==> src/rtl/lpd_pkg.sv <==
package lpd_pkg;
   typedef enum logic [1:0] {
      OP_ADD    = 2'd0,
      OP_REMOVE = 2'd1,
      OP_CLEAR  = 2'd2,
      OP_WRITE  = 2'd3
   } lpd_op_e;

   typedef enum logic [1:0] {
      POL_BCAST   = 2'd0,
      POL_REPLACE = 2'd1,
      POL_COARSE  = 2'd2,
      POL_BCAST2  = 2'd3
   } lpd_pol_e;

   typedef enum logic [1:0] {
      MODE_PTR    = 2'd0,
      MODE_BCAST  = 2'd1,
      MODE_COARSE = 2'd2
   } lpd_mode_e;
endpackage

==> src/rtl/lpd_slot_scan.sv <==
module lpd_slot_scan #(
   parameter int PTRS   = 4,
   parameter int NODE_W = 4,
   parameter int IDX_W  = 2
) (
   input  logic                        clk,
   input  logic                        rst_n,
   input  logic [PTRS-1:0]             slot_vld,
   input  logic [PTRS-1:0][NODE_W-1:0] slot_node,
   input  logic [NODE_W-1:0]           query,
   output logic                        hit,
   output logic [IDX_W-1:0]            hit_idx,
   output logic                        free_any,
   output logic [IDX_W-1:0]            free_idx
);
   logic [PTRS-1:0] hit_vec;

   genvar g;
   generate
      for (g = 0; g < PTRS; g++) begin : g_cmp
         assign hit_vec[g] = slot_vld[g] && (slot_node[g] == query);
      end
   endgenerate

   always_comb begin
      hit_idx  = '0;
      free_idx = '0;
      for (int i = PTRS - 1; i >= 0; i--) begin
         if (hit_vec[i])   hit_idx  = IDX_W'(i);
         if (!slot_vld[i]) free_idx = IDX_W'(i);
      end
   end

   assign hit      = |hit_vec;
   assign free_any = ~&slot_vld;

   AST_UNIQUE_SLOT: assert property (@(posedge clk) disable iff (!rst_n)
      $onehot0(hit_vec)) else $error("node held in two slots");
endmodule

==> src/rtl/lpd_inv_stream.sv <==
module lpd_inv_stream #(
   parameter int NODES  = 16,
   parameter int NODE_W = 4
) (
   input  logic              clk,
   input  logic              rst_n,
   input  logic              load,
   input  logic [NODES-1:0]  load_map,
   output logic              busy,
   output logic              inv_valid,
   input  logic              inv_ready,
   output logic [NODE_W-1:0] inv_node,
   output logic              inv_done
);
   logic [NODES-1:0] pend_q;
   logic             busy_q;

   always_comb begin
      inv_node = '0;
      for (int n = NODES - 1; n >= 0; n--) begin
         if (pend_q[n]) inv_node = NODE_W'(n);
      end
   end

   assign busy      = busy_q;
   assign inv_valid = busy_q && (|pend_q);
   assign inv_done  = busy_q && (pend_q == '0);

   always_ff @(posedge clk or negedge rst_n) begin
      if (!rst_n) begin
         pend_q <= '0;
         busy_q <= 1'b0;
      end else if (!busy_q) begin
         if (load) begin
            pend_q <= load_map;
            busy_q <= 1'b1;
         end
      end else if (inv_done) begin
         busy_q <= 1'b0;
      end else if (inv_ready) begin
         pend_q[inv_node] <= 1'b0;
      end
   end

   AST_HOLD_TARGET: assert property (@(posedge clk) disable iff (!rst_n)
      inv_valid && !inv_ready |=> inv_valid && $stable(inv_node)) else $error("target moved");
   AST_DONE_ALONE: assert property (@(posedge clk) disable iff (!rst_n)
      inv_done |-> !inv_valid) else $error("done with valid");
   AST_DONE_PULSE: assert property (@(posedge clk) disable iff (!rst_n)
      inv_done |=> !inv_done) else $error("done longer than a cycle");
endmodule

==> src/rtl/lpd_dir_entry.sv <==
module lpd_dir_entry #(
   parameter int NODES = 16,
   parameter int PTRS  = 4,
   parameter int GROUP = 4,
   localparam int NODE_W = $clog2(NODES),
   localparam int IDX_W  = (PTRS > 1) ? $clog2(PTRS) : 1,
   localparam int GROUPS = (NODES + GROUP - 1) / GROUP,
   localparam int GRP_W  = (GROUPS > 1) ? $clog2(GROUPS) : 1
) (
   input  logic              clk,
   input  logic              rst_n,
   input  logic              op_valid,
   output logic              op_ready,
   input  logic [1:0]        op_code,
   input  logic [NODE_W-1:0] op_node,
   input  logic [1:0]        ovf_policy,
   output logic              inv_valid,
   input  logic              inv_ready,
   output logic [NODE_W-1:0] inv_node,
   output logic              inv_done
);
   import lpd_pkg::*;

   generate
      if (NODES < 2)                   begin : g_bad_nodes $error("NODES must be at least 2"); end
      if (PTRS < 1 || PTRS >= NODES)   begin : g_bad_ptrs  $error("PTRS must be in 1..NODES-1"); end
      if (GROUP < 1 || GROUP > NODES)  begin : g_bad_grp   $error("GROUP must be in 1..NODES"); end
   endgenerate

   function automatic logic [GRP_W-1:0] grp_of(input logic [NODE_W-1:0] n);
      int q;
      q = int'(n) / GROUP;
      return q[GRP_W-1:0];
   endfunction

   lpd_mode_e                   mode_q, mode_d;
   logic [PTRS-1:0]             vld_q, vld_d;
   logic [PTRS-1:0][NODE_W-1:0] node_q, node_d;
   logic [GROUPS-1:0]           cvec_q, cvec_d;
   logic [IDX_W-1:0]            rr_q, rr_d;

   logic              hit, free_any, busy, accept, load;
   logic [IDX_W-1:0]  hit_idx, free_idx;
   logic [NODES-1:0]  load_map, sharer_map, coarse_map;
   lpd_op_e           op;
   lpd_pol_e          pol;

   assign op       = lpd_op_e'(op_code);
   assign pol      = lpd_pol_e'(ovf_policy);
   assign op_ready = !busy;
   assign accept   = op_valid && op_ready;

   lpd_slot_scan #(.PTRS(PTRS), .NODE_W(NODE_W), .IDX_W(IDX_W)) i_scan (
      .clk(clk), .rst_n(rst_n),
      .slot_vld(vld_q), .slot_node(node_q), .query(op_node),
      .hit(hit), .hit_idx(hit_idx), .free_any(free_any), .free_idx(free_idx)
   );

   genvar n;
   generate
      for (n = 0; n < NODES; n++) begin : g_expand
         assign coarse_map[n] = cvec_q[n / GROUP];
      end
   endgenerate

   always_comb begin
      sharer_map = '0;
      case (mode_q)
         MODE_BCAST:  sharer_map = '1;
         MODE_COARSE: sharer_map = coarse_map;
         default: begin
            for (int i = 0; i < PTRS; i++) begin
               if (vld_q[i]) sharer_map[node_q[i]] = 1'b1;
            end
         end
      endcase
   end

   always_comb begin
      mode_d   = mode_q;
      vld_d    = vld_q;
      node_d   = node_q;
      cvec_d   = cvec_q;
      rr_d     = rr_q;
      load     = 1'b0;
      load_map = '0;
      if (accept) begin
         case (op)
            OP_ADD: begin
               if (mode_q == MODE_COARSE) begin
                  cvec_d[grp_of(op_node)] = 1'b1;
               end else if (mode_q == MODE_PTR && !hit) begin
                  if (free_any) begin
                     vld_d[free_idx]  = 1'b1;
                     node_d[free_idx] = op_node;
                  end else begin
                     case (pol)
                        POL_REPLACE: begin
                           load_map[node_q[rr_q]] = 1'b1;
                           load         = 1'b1;
                           node_d[rr_q] = op_node;
                           rr_d = (rr_q == IDX_W'(PTRS - 1)) ? '0 : rr_q + 1'b1;
                        end
                        POL_COARSE: begin
                           mode_d = MODE_COARSE;
                           cvec_d = '0;
                           for (int i = 0; i < PTRS; i++) begin
                              cvec_d[grp_of(node_q[i])] = 1'b1;
                           end
                           cvec_d[grp_of(op_node)] = 1'b1;
                        end
                        default: mode_d = MODE_BCAST;
                     endcase
                  end
               end
            end
            OP_REMOVE: begin
               if (mode_q == MODE_PTR && hit) vld_d[hit_idx] = 1'b0;
            end
            OP_CLEAR: begin
               mode_d = MODE_PTR;
               vld_d  = '0;
               cvec_d = '0;
               rr_d   = '0;
            end
            default: begin
               load_map          = sharer_map;
               load_map[op_node] = 1'b0;
               load              = 1'b1;
               mode_d            = MODE_PTR;
               vld_d             = '0;
               vld_d[0]          = 1'b1;
               node_d[0]         = op_node;
               cvec_d            = '0;
               rr_d              = '0;
            end
         endcase
      end
   end

   always_ff @(posedge clk or negedge rst_n) begin
      if (!rst_n) begin
         mode_q <= MODE_PTR;
         vld_q  <= '0;
         node_q <= '0;
         cvec_q <= '0;
         rr_q   <= '0;
      end else begin
         mode_q <= mode_d;
         vld_q  <= vld_d;
         node_q <= node_d;
         cvec_q <= cvec_d;
         rr_q   <= rr_d;
      end
   end

   lpd_inv_stream #(.NODES(NODES), .NODE_W(NODE_W)) i_stream (
      .clk(clk), .rst_n(rst_n),
      .load(load), .load_map(load_map), .busy(busy),
      .inv_valid(inv_valid), .inv_ready(inv_ready),
      .inv_node(inv_node), .inv_done(inv_done)
   );

   AST_CLEAR_EMPTY: assert property (@(posedge clk) disable iff (!rst_n)
      accept && op == OP_CLEAR |=> mode_q == MODE_PTR && vld_q == '0 && rr_q == '0) else $error("clear left state");
   AST_WRITE_OWNER: assert property (@(posedge clk) disable iff (!rst_n)
      accept && op == OP_WRITE |=> mode_q == MODE_PTR && $countones(vld_q) == 1 && node_q[0] == $past(op_node)) else $error("write owner");
   AST_BUSY_BLOCKS: assert property (@(posedge clk) disable iff (!rst_n)
      inv_valid |-> !op_ready) else $error("ready while streaming");
   AST_REMOVE_IMPRECISE: assert property (@(posedge clk) disable iff (!rst_n)
      accept && op == OP_REMOVE && mode_q != MODE_PTR |=> $stable(mode_q) && $stable(cvec_q)) else $error("remove changed imprecise entry");
endmodule

==> config.mk <==
export PLATFORM = sky130hd
export DESIGN_NAME = lpd_dir_entry
export DESIGN_NICKNAME = d
export VERILOG_FILES = /design/src/rtl/lpd_pkg.sv /design/src/rtl/lpd_slot_scan.sv /design/src/rtl/lpd_inv_stream.sv /design/src/rtl/lpd_dir_entry.sv
export SDC_FILE = /design/constraint.sdc
export NUM_CORES = 1
export LEC_CHECK = 0
export BUFFER_PORTS_ARGS = -buffer_cell sky130_fd_sc_hd__buf_2
export CORE_MARGIN = 2
export CORE_UTILIZATION = 48
export CTS_CLUSTER_DIAMETER = 80
export DETAILED_ROUTE_END_ITERATION = 12
export PLACE_DENSITY = 0.75
export SLEW_MARGIN = 10
export SYNTH_ARGS = -nofsm -noshare
export SYNTH_HDL_FRONTEND = slang
export SYNTH_SLANG_ARGS = --single-unit
==> constraint.sdc <==
create_clock -name clk -period 2.03 [get_ports clk]
set_input_delay 0.203 -clock clk [delete_from_list [all_inputs] [get_ports clk]]
set_output_delay 0.203 -clock clk [all_outputs]
set_load 0.02 [all_outputs]
== After elaboration in Yosys (flattened, before gate mapping) ==
Cells that the tools add are included.

* Output and inout bits: 7
* Bits of input ports: 12
* Bits in registers: 45
* Logic and storage cells: 239

* Equality and inequality tests: 25
* Add/subtract/negate cells: 1
* Reductions and logical operators: 42
* Bitwise logic cells: 18
* Multiplexer cells: 113
* Magnitude comparators: 30

{| class="wikitable"
|+ Operator list
! operator !! number
|-
| $mux 16 || 18
|-
| $mux 4 || 29
|-
| $pmux 16 s2 || 2
|-
| $or 16x16->16 || 3
|-
| $lt 4x5->1 const B || 7
|-
| $and 16x16->16 || 2
|-
| $bwmux 16 || 2
|-
| $mux 2 || 16
|-
| $not 16->16 || 2
|-
| $demux 1 s4 || 7
|-
| $ge 4x1->1 const B || 7
|-
| $logic_and 1x1->1 || 24
|-
| $lt 2x3->1 const B || 8
|-
| $or 4x4->4 || 6
|-
| $mux 1 || 22
|-
| $reduce_and 5->1 || 4
|-
| $demux 4 s2 || 2
|-
| $eq 4x4->1 || 4
|-
| $ge 2x1->1 const B || 8
|-
| $logic_not 16->1 || 1
|-
| $ne 2x2->1 const B || 8
|-
| $pmux 4 s2 || 2
|-
| $reduce_or 16->1 || 1
|-
| $demux 1 s2 || 7
|-
| other kinds (21) || 37
|}

== Longest topological paths before layout ==
Gate-level depths: netlist of run 1.

* Depth after elaboration: 25
* Gate-level depth with buffers: 10
* Mapped depth without buffers: 9

== Cells and area by module ==
A second synthesis of run 1 with hierarchy kept.

* Cells, all modules: 508
* Area, all modules: 4225.3 µm²

{| class="wikitable"
|+ By module, submodules not included
! module !! cells an instance !! times used !! area an instance (µm²) !! sequential area each (µm²)
|-
| lpd_dir_entry || 336 || 1 || 2787.7 || 700.7
|-
| lpd_inv_stream || 134 || 1 || 1133.6 || 425.4
|-
| lpd_slot_scan || 38 || 1 || 304.0 || 0.0
|}

== Least setup slack after synthesis of run 1 ==
Ideal clock, no wire load.

* Path type: reg2reg
* Start: register node_q[3] (netlist bit)
* End: register node_q[10] (netlist bit)
* Setup time: 125 ps
* Path slack: -228 ps
* Cell stages (with the launch flop): 9
* Path buffers: 1
* Arrival time: 2133 ps
* Period minus slack after synthesis: 2258 ps
* Data required time: 1905 ps
* Cell sequence: dfrtp_1 buf_4 xor2_1 nor2_1 and4_4 nor4_4 nand3_4 a211o_4 mux2_4

* Word-level cells in the longest chain between the ends: 6

{| class="wikitable"
|+ RTL lines
! element !! line !! source
|-
| from (decl) || lpd_dir_entry.sv:38 || <nowiki>logic [PTRS-1:0][NODE_W-1:0] node_q, node_d;</nowiki>
|-
| from (signal assigned) || lpd_dir_entry.sv:151 || <nowiki>node_q <= node_d;</nowiki>
|-
| $eq 4x4->1 || lpd_slot_scan.sv:21 || <nowiki>assign hit_vec[g] = slot_vld[g] && (slot_node[g] == query);</nowiki>
|-
| $logic_and 1x1->1 || lpd_slot_scan.sv:21 ||
|-
| $reduce_or 4->1 || lpd_slot_scan.sv:34 || <nowiki>assign hit = |hit_vec;</nowiki>
|-
| $logic_not 1->1 || lpd_dir_entry.sv:92 || <nowiki>end else if (mode_q == MODE_PTR && !hit) begin</nowiki>
|-
| $logic_and 1x1->1 || lpd_dir_entry.sv:92 ||
|-
| $reduce_and 5->1 (no line) || n/a ||
|}

No other way between the ends.
A chain may end at the register's enable or synchronous reset.

== Final worst setup path of run 1 ==
* Start: register node_q[3] (netlist bit)
* End: register i_stream.pend_q[2]

* Word-level cells in the longest chain between the ends: 20
* Elaborated cells between the ends (all ways): 43
* Classes of those cells: order compare: 4; eq/ne: 1; mux: 26; bitwise: 4; reduce/logical: 8

{| class="wikitable"
|+ RTL lines
! element !! line !! source
|-
| $lt 4x5->1 (implied by the code) / $ge 4x1->1 (equally long branches) || lpd_dir_entry.sv:73 || <nowiki>if (vld_q[i]) sharer_map[node_q[i]] = 1'b1;</nowiki>
|-
| $logic_and 1x1->1 (implied by the code) || lpd_dir_entry.sv:73 ||
|-
| $mux 1 (implied by the code) || lpd_dir_entry.sv:73 ||
|-
| $demux 1 s4 || lpd_dir_entry.sv:73 ||
|-
| $mux 16 || lpd_dir_entry.sv:73 ||
|-
| $mux 16 || lpd_dir_entry.sv:68 || <nowiki>case (mode_q)</nowiki>
|-
| $or 16x16->16 (no line) || n/a ||
|-
| $mux 16 || lpd_dir_entry.sv:73 ||
|-
| [... 4 more ...] || n/a ||
|-
| $or 16x16->16 (no line) || n/a ||
|-
| $mux 16 || lpd_dir_entry.sv:73 ||
|-
| $pmux 16 s2 || lpd_dir_entry.sv:68 ||
|-
| $and 16x16->16 (no line) || n/a ||
|-
| $pmux 16 s2 || lpd_dir_entry.sv:88 || <nowiki>case (op)</nowiki>
|-
| $mux 16 || lpd_dir_entry.sv:87 || <nowiki>if (accept) begin</nowiki>
|-
| $mux 16 || lpd_inv_stream.sv:34 || <nowiki>if (load) begin</nowiki>
|-
| $mux 16 || lpd_inv_stream.sv:33 || <nowiki>end else if (!busy_q) begin</nowiki>
|-
| to (signal assigned) || lpd_inv_stream.sv:35 || <nowiki>pend_q <= load_map;</nowiki>
|-
| to (decl) || lpd_inv_stream.sv:15 || <nowiki>logic [NODES-1:0] pend_q;</nowiki>
|}

Several ways; a longest one is shown, not always the timed one. The select of a mux whose other input is x is not followed.

==> results of run 1 <==
cells in the mapped netlist, types with 4 or more instances:
cell type and n:
a31oi_1 10, mux2_1 4, o221ai_1 6, and3_1 7, nor4_1 16, nand3_1 26
nand2b_1 15, o2bb2ai_1 6, mux4_2 4, mux2i_1 5, dfrtp_1 45, nor2_1 43
ha_1 10, o41ai_1 6, o211ai_1 19, o311ai_0 8, xor2_1 11, nor2b_1 17
xnor2_1 5, o31ai_1 10, clkbuf_1 25, a21oi_1 13, o21ai_0 14, nand4_1 6
mux2_4 8, buf_4 10, a22o_1 8, nand2_1 54, nor3_1 15, inv_1 22
o22ai_1 6, a211oi_1 5, buf_2 5
per-stage QoR:
step                util (%)  TNS (ps)
finish                  68.4    -10020
global placement        59.8     -4800
CTS                     64.2     -4520
detailed placement      59.8     -7460
floorplan                  -     -4450
global route            68.4    -12180
power by group through the flow:
stage                     sequential [mW]  combinational, mW  clock, mW
after detailed placement             1.20               2.94          0
final                                1.21               3.64      0.674
after floorplan                      1.12               1.83          0
after global placement               1.19               2.90          0
after global routing                 1.23               3.81      0.706
after CTS                            1.19               3.18      0.677
tightest hold or removal path: cells and delay by family:
kind	cells	cell delay, ps
mux	1	60
simple gates	1	70
buf+inv	1	170
state kept, by name (all words and copies together), names as in the netlist:
signal and cells:
i_stream.pend_q 16, vld_q 4, mode_q 2, i_stream.busy 1, rr_q 2, node_q 16, cvec_q 4
cell type report:
cell class                 instances  area, um2  share of cell area [%]
multi-input combinational        418       3350                    56.1
timing repair buffer             151       1160                    19.5
sequential                        45       1130                    18.9
tap                              108        135                    2.27
inverter                          23       86.3                    1.45
clock buffer                       5       68.8                    1.15
clock inverter                     2       35.0                   0.587
layer usage:
layer / up-vias / share of wire (%) / track usage, %
met4: 0 / 4.0 / 11.3
li1: 2211 / - / -
met3: 74 / 9.7 / 6.10
met5: - / 0 / 0
met1: 2452 / 40 / 45.8
met2: 373 / 47 / 52.5
cells by family after synthesis:
group / Yosys count / synth area share, %
AND/OR/NAND/NOR: 221 / 27.4
XOR/XNOR: 16 / 3.25
multiplexers: 21 / 7.07
flip-flops: 45 / 26.1
AO/OA/AOI/OAI: 148 / 26.4
buffers and inverters: 65 / 6.87
adder cells (fa/ha/maj): 10 / 2.90
what timing repair did:
action                                 CTS  global route
pin swaps                               24            28
setup buffers                            7            16
hold buffers                             1             0
setup endpoints to repair               49            51
resized for setup                       40            53
endpoints found under the hold margin   21             0
cloned                                   3             0
cell usage in the layout, fill, tap and decap left out, types with 6 or more instances in the layout:
| cell | instances |
|---|---|
| inv_1 | 20 |
| ha_1 | 10 |
| dfrtp_1 | 42 |
| nor3_1 | 13 |
| buf_2 | 16 |
| o311ai_0 | 7 |
| o211ai_1 | 19 |
| buf_4 | 120 |
| nor2b_1 | 17 |
| buf_6 | 11 |
| o21ai_0 | 11 |
| nand2b_1 | 13 |
| a22o_1 | 8 |
| a21oi_1 | 9 |
| o31ai_1 | 8 |
| a31oi_1 | 8 |
| mux2_4 | 12 |
| nand4_1 | 6 |
| nor2_1 | 41 |
| nor4_1 | 12 |
| nand2_1 | 51 |
| nand3_1 | 23 |
| xor2_2 | 7 |
worst min-delay path by stage:
stage | start | to | slack (ps) | cells past startpoint
after floorplan | rst_n | cvec_q[0] | -90 | 0
after global placement | rst_n | rr_q[0] | 210 | 1
after detailed placement | rst_n | rr_q[0] | 210 | 1
after CTS | op_node[0] | node_q[0] | 230 | 3
after global routing | op_node[0] | node_q[0] | 250 | 3
final | op_node[0] | node_q[0] | 240 | 3
==> reports/qor.yml, run 1 <==
violations: "setup timing"
synth_top_area_share_pct: 26.1
drc: 0
layout-drive-gt1-share_pct: 39.8
n_antenna_cell: 0
fin_skew_ps: 14.0
ir_worst_vdd_v: 0.000709
dp_hpwl_um: 11800
pre_cts_ws_ps: -309
syn_area_mm2: 0.00432
ios: 19
end_kind: "flop"
clkTransAtPathRegs_ps: 90
cts_tree: "done"
core_mm2: 0.00872
dr.pass1.iters: 5
track_usage_pct: 33.2
async_reset_ff_share_pct: 100
r2r_end: "i_stream.pend_q[2]"
design_area_mm2: 0.00597
crit_path_max_incr_delay_ps: 420
synth.distinct_cells: 74
grt_pass1_vias: 4859
syn_inst: 526
worstSkewPairLatency_ps: 310
dpl.cell_count: 721
yosysTopAreaCell: "dfrtp_1"
antenna_found_initial: 0
clock.fmax_ghz: 0.422
start_util_pct: 49.5
dpl-instance-area_mm2: 0.00521
hold_viol_final: 0
yosysSeqAreaShare_pct: 26.1
routed_wl_um: 16900
fin_cells: 752
synth_seq_cells: 45
rsz0062_at_grt: "true"
routed_via_density: 6.80
crit_family: "simple AND/OR/NAND/NOR gates"
clkPwrFrac_pct: 12.2
synth_area_leaders: "dfrtp_1 26%, nand2_1 4.7%, nor2_1 3.7%, o211ai_1 3.3%, nand3_1 3.0%"
hold_slack_ps: 238
slowest_stage: "dfrtp_1"
final_antenna_net_count: 0
crit_path_end: "i_stream.pend_q[2]"
status: "finished with violations"
min_path_type: "primary input to flop"
numCtsBuffers: 5
maxSlewViolCount: 0
syn_nets: 548
reg2reg_slack_ps: -340
total_power_mw: 5.53
critPathArrivalTime_ps: 2610
yosysWarnings: 0
avgSynthCellArea_um2: 8.21
setup_viol_count_final: 47
synth_edf_count: 0
setup_slack_ps: -340
fill_cells: 622
worstReg2RegStart: "node_q[3]"
drt-initial-drc-count: 576
relSlewSlack_pct: 51.8
grt_max_degree: 25
power.density_mw_per_mm2: 926
p_int_mw: 2.95
syn_to_final_growth_pct: 38.2
gp_congestion: 1.01
required_ps: 2270
worst_slew_pin_slew_ps: 719
die_y_um: 98.8
finalCritPeriodShare_pct: 117
die_area_mm2: 0.00977
p_sw_share_pct: 46.6
cts_buffer_depth: 2
p_leak_nw: 2.58
cp_cell_sequence: "xor2_1 -> nor2_1 -> and4_4 -> buf_6 -> nor4_4 -> buf_6 -> buf_4 -> nand4_1 -> o21ai_0 -> a22o_1"
htree_levels: 2
cp_max_fo: 7
seqPwrFrac_pct: 21.9
combPwrFrac_pct: 65.9
post_drt_wl_per_cell_um: 22.5
start_kind: "flop"
fp.dieW_um: 98.8
ff2ff_path_depth: 10
crit_type: "flop to flop"
port_buffers: 18
cts_root_buffer: "clkbuf_8"
power_switching_mw: 2.58
timing.critical_path.buf_inv: 3
rows: 34
cts_num_sinks: 45
worst-path-stages: 10
ys.flop_type: "dfrtp_1"
vias: 5110
nets: 666
overflow: 0
fin_crit_ps: 2370
cap_violations: 0
crit_start: "node_q[3]"
crit_top_cell: "buf_6"
grt_pass1_wl_um: 25700
Note: power is estimated with default switching activity, not from simulation.
==> inputs of run 2 (changes only) <==
BUFFER_PORTS_ARGS = -buffer_cell sky130_fd_sc_hd__clkbuf_2   (was -buffer_cell sky130_fd_sc_hd__buf_2)
CELL_PAD_IN_SITES_DETAIL_PLACEMENT = 1   (was default)
CELL_PAD_IN_SITES_GLOBAL_PLACEMENT = 2   (was default)
CORE_UTILIZATION = 35   (was 48)
PLACE_DENSITY = 0.86   (was 0.75)
RECOVER_POWER = 50   (was default)
==> reports/qor.yml, run 2 (synthesis results as in run 1) <==
status: "finished with violations"
violations: "setup timing"
track_usage_pct: 30.5  # -2.7 points
power_switching_mw: 2.92  # +13%
hold_viol_final: 0  # unchanged
worstSkewPairLatency_ps: 300  # about the same
p_sw_share_pct: 47.0  # +0.36 points
r2r_end: "i_stream.pend_q[0]"
crit_path_end: "i_stream.pend_q[0]"
fill_cells: 1406  # +130%
port_buffers: 18  # unchanged
end_kind: "flop"
ir_worst_vdd_v: 0.000501  # -29%
grt_max_degree: 24  # -4.0%
worst_slew_pin_slew_ps: 1480  # +756 ps
setup_slack_ps: -415  # -75.5 ps
cts_tree: "done"
crit_type: "flop to flop"
ff2ff_path_depth: 8  # -2
fin_crit_ps: 2450  # +75.5 ps
cts_buffer_depth: 2  # unchanged
hold_slack_ps: 285  # +46.5 ps
rsz0062_at_grt: "true"
core_mm2: 0.0120  # +38%
grt_pass1_wl_um: 31100  # +21%
cap_violations: 0  # unchanged
min_path_type: "primary input to flop"
layout-drive-gt1-share_pct: 40.6  # +0.83 points
reg2reg_slack_ps: -420  # -80 ps
syn_to_final_growth_pct: 44.1
routed_wl_um: 21700  # +28%
maxSlewViolCount: 0  # unchanged
setup_viol_count_final: 50  # +6.4%
overflow: 0  # unchanged
power.density_mw_per_mm2: 997  # +7.6%
n_antenna_cell: 0  # unchanged
cts_root_buffer: "clkbuf_16"
grt_pass1_vias: 5468  # +13%
p_leak_nw: 2.68  # +4.0%
worstReg2RegStart: "node_q[2]"
nets: 679  # +2.0%
p_int_mw: 3.29  # +11%
dp_hpwl_um: 14100  # +19%
dr.pass1.iters: 5  # unchanged
drt-initial-drc-count: 623  # +8.2%
htree_levels: 2  # unchanged
start_util_pct: 35.9  # -14 points
clkPwrFrac_pct: 14.5  # +2.3 points
required_ps: 2200  # -70 ps
final_common_cell: "buf_4"
rows: 40  # +18%
die_area_mm2: 0.0132  # +36%
combPwrFrac_pct: 65.9  # about the same
cp_max_fo: 5  # -2
routed_via_density: 6.72  # -1.1%
gp_congestion: 1.02  # +1.0%
critPathArrivalTime_ps: 2620  # about the same
ios: 19  # unchanged
final_antenna_net_count: 0  # unchanged
reg.largest.list: "i_stream.pend_q x16, node_q x16"
start_kind: "flop"
fp.dieW_um: 115  # +16%
crit_start: "node_q[2]"
cts_num_sinks: 45  # unchanged
die_y_um: 115  # +16%
finalCritPeriodShare_pct: 120  # +3.7 points
clkTransAtPathRegs_ps: 70  # -20 ps
clock.fmax_ghz: 0.409  # -3.1%
seqPwrFrac_pct: 19.6  # -2.3 points
vias: 5410  # +5.9%
mostFrequentLayoutCells: "130 x buf_4, 52 x nand2_1, 42 x nor2_1, 42 x dfrtp_1"
drc: 0  # unchanged
total_power_mw: 6.20  # +12%
relSlewSlack_pct: 1.64  # -50 points
fin_skew_ps: 6.63  # -7.41 ps
antenna_found_initial: 0  # unchanged
post_drt_wl_per_cell_um: 26.9  # +19%
numCtsBuffers: 5  # unchanged
-- run 2: worst max-delay path: stages (launching register included) --
cell,delay [ps]
dfrtp_1,400
xor2_1,210
nor2_2,90
and4_4,180
or4_4,610
clkbuf_16,200
o221ai_4,270
nand3_1,140
a22o_1,220
-- run 2: routing by layer --
layer | part of all wire (%) | track usage, %
met3 | 9.1 | 6.64
met5 | 0 | 0
met1 | 39 | 38.6
met2 | 47 | 49.8
met4 | 5.1 | 14.1
-- run 2: final cells by class --
type | instances | area (um2) | share of cell area, %
multi-input cells | 418 | 3360 | 54.0
repair buffers | 164 | 1300 | 20.9
flip-flops and latches | 45 | 1130 | 18.2
well taps | 147 | 184 | 2.96
clock buffers | 7 | 153 | 2.45
inverters | 23 | 88.8 | 1.43
clock inverters | 1 | 5.00 | 0.0804
-- run 2: worst min-delay path by stage --
stage,start,end,slack (ps),cells after the start
2_1_floorplan,rst_n,cvec_q[0],-90,0
3_3_place_gp,rst_n,vld_q[2],260,1
3_5_place_dp,rst_n,vld_q[2],270,1
4_1_cts,op_node[0],node_q[12],280,2
5_1_grt,op_node[0],node_q[12],290,2
6_report,op_node[0],node_q[12],280,2
-- run 2: repair_timing --
action | in CTS | in global routing
setup buffers | 9 | 12
resized for setup | 42 | 59
gates cloned | 2 | 1
hold endpoints to repair | 22 | 0
hold buffers | 1 | 0
setup endpoints to repair | 48 | 51
pin swaps | 16 | 37
-- run 2: power by group through the flow --
| stage | Combinational [mW] | Sequential [mW] | Clock (mW) |
|---|---|---|---|
| 2_1_floorplan | 1.83 | 1.12 | 0 |
| 3_3_place_gp | 3.06 | 1.19 | 0 |
| 3_5_place_dp | 3.18 | 1.20 | 0 |
| 4_1_cts | 3.50 | 1.19 | 0.892 |
| 5_1_grt | 4.25 | 1.23 | 0.928 |
| 6_report | 4.09 | 1.22 | 0.898 |
-- run 2: stage by stage --
stage                     instances  utilization (%)  TNS, ps  setup WS (ps)  cell area [um2]
after floorplan                 526                -    -4450           -169             4370
after global placement          774             44.8   -11560           -351             5380
after detailed placement        774             44.8   -14520           -457             5380
after CTS                       793             48.8   -11460           -396             5860
after global routing            805             51.8   -20340           -467             6220
final                           805             51.8   -14260           -415             6220
